File: src/rtl/msic_pkg.sv
package msic_pkg;

  typedef enum logic [2:0] {
    PH_IDLE,
    PH_ADV,
    PH_SHIFT,
    PH_CAPT,
    PH_DONE
  } phase_t;

  // Feedback masks for a left-shifting maximal-length LFSR, bit index = tap-1.
  function automatic logic [31:0] lfsr_taps(input int w);
    case (w)
      3:       return 32'h0000_0006;
      4:       return 32'h0000_000C;
      5:       return 32'h0000_0014;
      6:       return 32'h0000_0030;
      7:       return 32'h0000_0060;
      8:       return 32'h0000_00B8;
      9:       return 32'h0000_0110;
      10:      return 32'h0000_0240;
      11:      return 32'h0000_0500;
      12:      return 32'h0000_0829;
      13:      return 32'h0000_100D;
      14:      return 32'h0000_2015;
      15:      return 32'h0000_6000;
      16:      return 32'h0000_D008;
      default: return 32'h0000_0014;
    endcase
  endfunction

endpackage

File: src/rtl/msic_seed_lfsr.sv
module msic_seed_lfsr #(
  parameter int W = 5
) (
  input  logic         clk,
  input  logic         rst_n,
  input  logic         load_i,
  input  logic [W-1:0] seed_i,
  input  logic         step_i,
  output logic [W-1:0] seed_o
);
  localparam logic [W-1:0] TAPS = W'(msic_pkg::lfsr_taps(W));
  localparam logic [W-1:0] ONE  = W'(1);

  logic [W-1:0] s_q;

  always_ff @(posedge clk or negedge rst_n) begin
    if (!rst_n) begin
      s_q <= ONE;
    end else if (load_i) begin
      s_q <= (seed_i == '0) ? ONE : seed_i;
    end else if (step_i) begin
      s_q <= {s_q[W-2:0], ^(s_q & TAPS)};
    end
  end

  assign seed_o = s_q;
endmodule

File: src/rtl/msic_johnson_src.sv
module msic_johnson_src #(
  parameter int LEN = 8
) (
  input  logic           clk,
  input  logic           rst_n,
  input  logic           clear_i,
  input  logic           adv_i,
  input  logic           rot_i,
  output logic [LEN-1:0] vec_o
);
  logic [LEN-1:0] v_q;

  always_ff @(posedge clk or negedge rst_n) begin
    if (!rst_n) begin
      v_q <= '0;
    end else if (clear_i) begin
      v_q <= '0;
    end else if (adv_i) begin
      v_q <= {v_q[LEN-2:0], ~v_q[LEN-1]};
    end else if (rot_i) begin
      v_q <= {v_q[LEN-2:0], v_q[LEN-1]};
    end
  end

  assign vec_o = v_q;
endmodule

File: src/rtl/msic_xor_net.sv
module msic_xor_net #(
  parameter int NCHAIN = 4
) (
  input  logic              en_i,
  input  logic [NCHAIN-1:0] tap_i,
  input  logic [NCHAIN-1:0] seed_i,
  output logic [NCHAIN-1:0] scan_o
);
  for (genvar c = 0; c < NCHAIN; c++) begin : g_chain
    assign scan_o[c] = en_i & (tap_i[c] ^ seed_i[c]);
  end
endmodule

File: src/rtl/msic_ctrl.sv
module msic_ctrl #(
  parameter int LEN   = 8,
  parameter int CNT_W = 16
) (
  input  logic             clk,
  input  logic             rst_n,
  input  logic             start_i,
  input  logic [CNT_W-1:0] limit_i,
  output logic             load_o,
  output logic             adv_o,
  output logic             rot_o,
  output logic             capt_o,
  output logic             step_o,
  output logic             done_o
);
  import msic_pkg::*;

  localparam int SH_W  = (LEN > 1) ? $clog2(LEN) : 1;
  localparam int BLK_W = $clog2(2 * LEN);
  localparam logic [SH_W-1:0]  SH_LAST  = SH_W'(LEN - 1);
  localparam logic [BLK_W-1:0] BLK_LAST = BLK_W'(2 * LEN - 1);

  phase_t           ph_q;
  logic [SH_W-1:0]  sh_q;
  logic [BLK_W-1:0] blk_q;
  logic [CNT_W-1:0] pat_q;
  logic [CNT_W-1:0] lim_q;
  logic             accept;
  logic             last_pat;

  assign accept   = start_i && (ph_q == PH_IDLE || ph_q == PH_DONE);
  assign last_pat = (pat_q + CNT_W'(1)) == lim_q;

  always_ff @(posedge clk or negedge rst_n) begin
    if (!rst_n) begin
      ph_q  <= PH_IDLE;
      sh_q  <= '0;
      blk_q <= '0;
      pat_q <= '0;
      lim_q <= '0;
    end else begin
      case (ph_q)
        PH_IDLE, PH_DONE: begin
          if (accept) begin
            lim_q <= limit_i;
            pat_q <= '0;
            blk_q <= '0;
            ph_q  <= (limit_i == '0) ? PH_DONE : PH_ADV;
          end
        end
        PH_ADV: begin
          sh_q <= '0;
          ph_q <= PH_SHIFT;
        end
        PH_SHIFT: begin
          sh_q <= sh_q + SH_W'(1);
          if (sh_q == SH_LAST) ph_q <= PH_CAPT;
        end
        PH_CAPT: begin
          pat_q <= pat_q + CNT_W'(1);
          blk_q <= (blk_q == BLK_LAST) ? '0 : blk_q + BLK_W'(1);
          ph_q  <= last_pat ? PH_DONE : PH_ADV;
        end
        default: ph_q <= PH_IDLE;
      endcase
    end
  end

  assign load_o = accept;
  assign adv_o  = (ph_q == PH_ADV);
  assign rot_o  = (ph_q == PH_SHIFT);
  assign capt_o = (ph_q == PH_CAPT);
  assign step_o = (ph_q == PH_CAPT) && (blk_q == BLK_LAST);
  assign done_o = (ph_q == PH_DONE);
endmodule

File: src/rtl/msic_pattern_gen.sv
module msic_pattern_gen #(
  parameter int NCHAIN    = 4,
  parameter int CHAIN_LEN = 8,
  parameter int SEED_W    = 5,
  parameter int CNT_W     = 16
) (
  input  logic              clk,
  input  logic              rst_n,
  input  logic              start_i,
  input  logic [SEED_W-1:0] seed_i,
  input  logic [CNT_W-1:0]  pat_limit_i,
  output logic [NCHAIN-1:0] scan_in_o,
  output logic              scan_en_o,
  output logic              capture_o,
  output logic [SEED_W-1:0] pi_o,
  output logic              done_o
);
  logic                 load, adv, rot, capt, step;
  logic [SEED_W-1:0]    seed;
  logic [CHAIN_LEN-1:0] jvec;

  msic_ctrl #(.LEN(CHAIN_LEN), .CNT_W(CNT_W)) u_ctrl (
    .clk(clk), .rst_n(rst_n), .start_i(start_i), .limit_i(pat_limit_i),
    .load_o(load), .adv_o(adv), .rot_o(rot), .capt_o(capt),
    .step_o(step), .done_o(done_o)
  );

  msic_seed_lfsr #(.W(SEED_W)) u_seed (
    .clk(clk), .rst_n(rst_n), .load_i(load), .seed_i(seed_i),
    .step_i(step), .seed_o(seed)
  );

  msic_johnson_src #(.LEN(CHAIN_LEN)) u_john (
    .clk(clk), .rst_n(rst_n), .clear_i(load), .adv_i(adv),
    .rot_i(rot), .vec_o(jvec)
  );

  msic_xor_net #(.NCHAIN(NCHAIN)) u_xor (
    .en_i(rot), .tap_i(jvec[NCHAIN-1:0]), .seed_i(seed[NCHAIN-1:0]),
    .scan_o(scan_in_o)
  );

  assign scan_en_o = rot;
  assign capture_o = capt;
  assign pi_o      = seed;
endmodule

File: config.mk
export PLATFORM = sky130hd
export DESIGN_NAME = msic_pattern_gen
export DESIGN_NICKNAME = d
export VERILOG_FILES = /design/src/rtl/msic_pkg.sv /design/src/rtl/msic_seed_lfsr.sv /design/src/rtl/msic_johnson_src.sv /design/src/rtl/msic_xor_net.sv /design/src/rtl/msic_ctrl.sv /design/src/rtl/msic_pattern_gen.sv
export SDC_FILE = /design/constraint.sdc
export NUM_CORES = 1
export LEC_CHECK = 0
export BUFFER_PORTS_ARGS = -buffer_cell sky130_fd_sc_hd__buf_2
export CAP_MARGIN = 30
export CORE_MARGIN = 1
export CORE_UTILIZATION = 55
export CTS_BUF_LIST = sky130_fd_sc_hd__clkbuf_4 sky130_fd_sc_hd__clkbuf_8 sky130_fd_sc_hd__clkbuf_16
export DETAILED_ROUTE_END_ITERATION = 8
export GPL_TIMING_DRIVEN = 0
export HOLD_SLACK_MARGIN = 0.12
export PLACE_DENSITY_LB_ADDON = 0.25
export SLEW_MARGIN = 25
export SYNTH_ARGS = -nofsm -noshare
export SYNTH_HDL_FRONTEND = slang
export SYNTH_HIERARCHICAL = 1
export SYNTH_SLANG_ARGS = --single-unit
File: constraint.sdc
create_clock -name clk -period 2.7 [get_ports clk]
set_input_delay 0 -clock clk [delete_from_list [all_inputs] [get_ports clk]]
set_output_delay 0 -clock clk [all_outputs]
set_load 0.02 [all_outputs]
==> results.ini <==
[route]
num_vias = 2668
post-route-drc-count = 0
drt_iter0_drc = 247
drtAntennaViolNets = 0
post_drt_wl_per_cell_um = 16.1
first_pass_iters = 5
drt-total-wl_um = 7210
viasPerCell = 5.96

[die]
core_area_sq_um = 5240
start_util_pct = 58.9
ios = 36
die_h_um = 76.9
die_w_um = 76.9
dieArea_sq_um = 5910
rows = 26

[grt]
grt_pass1_wl_um = 12000
met3_usage_pct = 3.81
grt_overflow = 0
grt_pass1_vias = 2541
grtUsageMet2_pct = 40.7
grt_max_degree = 56
busiest_layer = met2
grt_usage_pct = 26.1
grtUsageMet1_pct = 36.8
antenna_found_initial = 0

[critical_path]
r2r-start = u_ctrl/pat_q[0]$_DFFE_PN0P_
crit_path_cell_trace = ha_1 -> nand3_2 -> or3_1 -> o31ai_1 -> a22o_1 -> nand4_1 -> nor4_2 -> o22ai_1
start_kind = register
startpoint = u_ctrl/pat_q[0]$_DFFE_PN0P_
worst-path-buf-inv = 0
cp.depth = 8
max_stage_delay_ns = 0.50
rr_worst_depth = 8
critPathMaxFanout = 8
cp.required_ns = 2.88
reg2reg_slack_ns = 0.17
critPathSlowestCell = dfrtp_1
end_kind = register
rr_endpoint = u_ctrl/ph_q[0]$_DFFE_PN0P_
worstSetupPathType = register to register
worst_ep_arrival_time_ns = 2.71
endpoint = u_ctrl/ph_q[0]$_DFFE_PN0P_
cp_top_family = simple AND/OR/NAND/NOR gates

[sta]
fmax_ghz = 0.395
slew_headroom_pct = 46.1
setup_viol = 0
grt_setup_unrepaired = no
finalHoldViolCount = 0
fin_skew_ns = 0.00768
worstMarginPinSlew_ns = 0.806
post-route-min-period_ns = 2.53
period_share_pct = 93.7
slew_viol_final = 0
tns_ns = 0

[final_layout]
nFillCells = 370
areaGrowthSynthToFinish_pct = 19.6
final_nets = 406
fin_area_sq_um = 3690
seq_area_sq_um = 1380
diodes = 0
multi_input_area_sq_um = 1590
drive_above_1_share_pct = 21.7

[job]
maxCapViolCount = 0

[clock_tree]
tritoncts = done
clock_latency_ns = 0.31
cts_buffers = 5
clk_pin_slew_ns = 0.10
max-clock-path-buffers = 2
htree_levels = 2
clock-sinks = 55
root_buffer = clkbuf_8

[placed_design]
io_buffer_count = 35
place_area_sq_um = 3360
hpwl_um = 4840
gp_congestion = 0.814

[synthesis]
synthDistinctLibCells = 50
synth_top_family_by_area = simple AND/OR/NAND/NOR gates
synth-simple-area-share_pct = 17.5
yosysTopAreaCell = dfrtp_1
synth-seq-cells = 55
synthArstFlopShare_pct = 100
synth-compound-area-share_pct = 17.0
yosys-top-cells-count = 54 x dfrtp_1, 38 x o21ai_0, 22 x nor2_1, 18 x mux2_2, 17 x a21oi_1
synth_edf_count = 0
syn-num-nets = 341
synthAdderAreaFrac_pct = 1.62
postSynthCellCount = 313
yosysMostFrequentCell = dfrtp_1
syn_avg_cell_area_sq_um = 9.85
synth_top_flop_cell = dfrtp_1
netlist_area_sq_um = 3080
synth_xor_area_share_pct = 6.53
ys_seq_area_share_pct = 44.7
yosys-top-cells-area = dfrtp_1 44%, mux2_2 6.6%, o21ai_0 6.2%, xnor2_1 3.4%, xor2_1 3.1%
synth.yosys.warnings = 6
synth_top_area_share_pct = 43.8
synthMuxAreaShare_pct = 8.84

[power]
ir_worst_vdd_mv = 0.611
total_leakage_power_nw = 1.59
powerDensity_nw_per_um2 = 858

[run_status]
status = complete, no violations

[hold_path]
hp-class = input port to register

[final cells by class]
type | instances | share of cell area (%)
clock inverter | 2 | 1.02
sequential | 55 | 37.3
multi-input combinational | 235 | 43.1
clock buffer | 5 | 1.87
tap | 70 | 2.37
inverter | 4 | 0.407
buffer | 19 | 2.85
timing repair buffer | 58 | 11.0
[cells by family after synthesis]
family	count (synthesis)
AND/OR/NAND/NOR	95
multiplexers	25
buffers and inverters	23
adder cells (fa/ha/maj)	4
flip-flops	55
XOR/XNOR	23
AO/OA/AOI/OAI	88
[metal layers]
| layer | share of wire, % | vias to the layer above |
|---|---|---|
| met4 | 1.5 | 0 |
| li1 | - | 1270 |
| met5 | 0 | - |
| met2 | 47 | 94 |
| met1 | 47 | 1293 |
| met3 | 4.8 | 11 |
[power breakdown]
group | switching (mW) | total, mW | internal, mW | leakage [nW]
Combinational | 0.686 | 1.31 | 0.619 | 0.827
Clock | 0.264 | 0.535 | 0.271 | 0.0502
Sequential | 0.251 | 1.32 | 1.07 | 0.712
Total | 1.20 | 3.16 | 1.96 | 1.59
[worst min-delay path by stage]
stage                     startpoint  depth (start not counted)  slack, ns                            to
after floorplan                rst_n                          0      -0.30   u_ctrl/blk_q[0]$_DFFE_PN0P_
after global placement     seed_i[4]                          3       0.24  u_seed/seed_o[4]$_DFFE_PN0P_
after detailed placement       rst_n                          1       0.09   u_ctrl/blk_q[3]$_DFFE_PN0P_
after CTS                    start_i                          4       0.14    u_ctrl/ph_q[2]$_DFFE_PN0P_
after global routing         start_i                          4       0.18    u_ctrl/ph_q[2]$_DFFE_PN0P_
final                        start_i                          4       0.16    u_ctrl/ph_q[2]$_DFFE_PN0P_
[what timing repair did]
item                                   4_1_cts  5_1_grt
endpoints found under the hold margin       76        0
resized for setup                            0        0
buffers inserted                             0        0
hold buffers                                22        0
[tightest hold or removal path, stage by stage]
cell     delay (ns)
buf_2          0.11
mux2i_1        0.07
nand2_1        0.06
a21bo_1        0.19
[sequential cells by signal, summed over array words and instances (netlist names)]
| signal | flops |
|---|---|
| u_ctrl/lim_q | 16 |
| u_ctrl/pat_q | 16 |
| u_john/vec_o | 8 |
| u_seed/seed_o | 5 |
| u_ctrl/blk_q | 4 |
| u_ctrl/ph_q | 3 |
| u_ctrl/sh_q | 3 |
[stage by stage]
step	cells	hold WS (ns)	power, mW	utilization [%]	setup WS, ns
final	448	0.155	3.16	70.4	0.171
after global routing	448	0.177	3.37	70.4	0.0387
after CTS	448	0.141	3.16	70.4	0.211
after detailed placement	419	0.0915	2.60	64.2	0.238
after global placement	418	0.235	2.53	63.9	0.261
after floorplan	313	-0.296	2.23	-	0.445
[cells in the final DEF, fill, tap and decap left out, drive strengths merged, types with 8 or more instances in the layout]
cell	netlist	routed
xor2	11	11
nor2	22	22
dlygate4sd3	0	22
buf	9	45
nand3	10	10
a21oi	17	17
dfrtp	54	54
clkbuf	10	15
nand2	16	16
o21ai	43	43
mux2	18	18
xnor2	12	12
nor4	8	8
No activity file was read; power rests on OpenSTA's default activity.
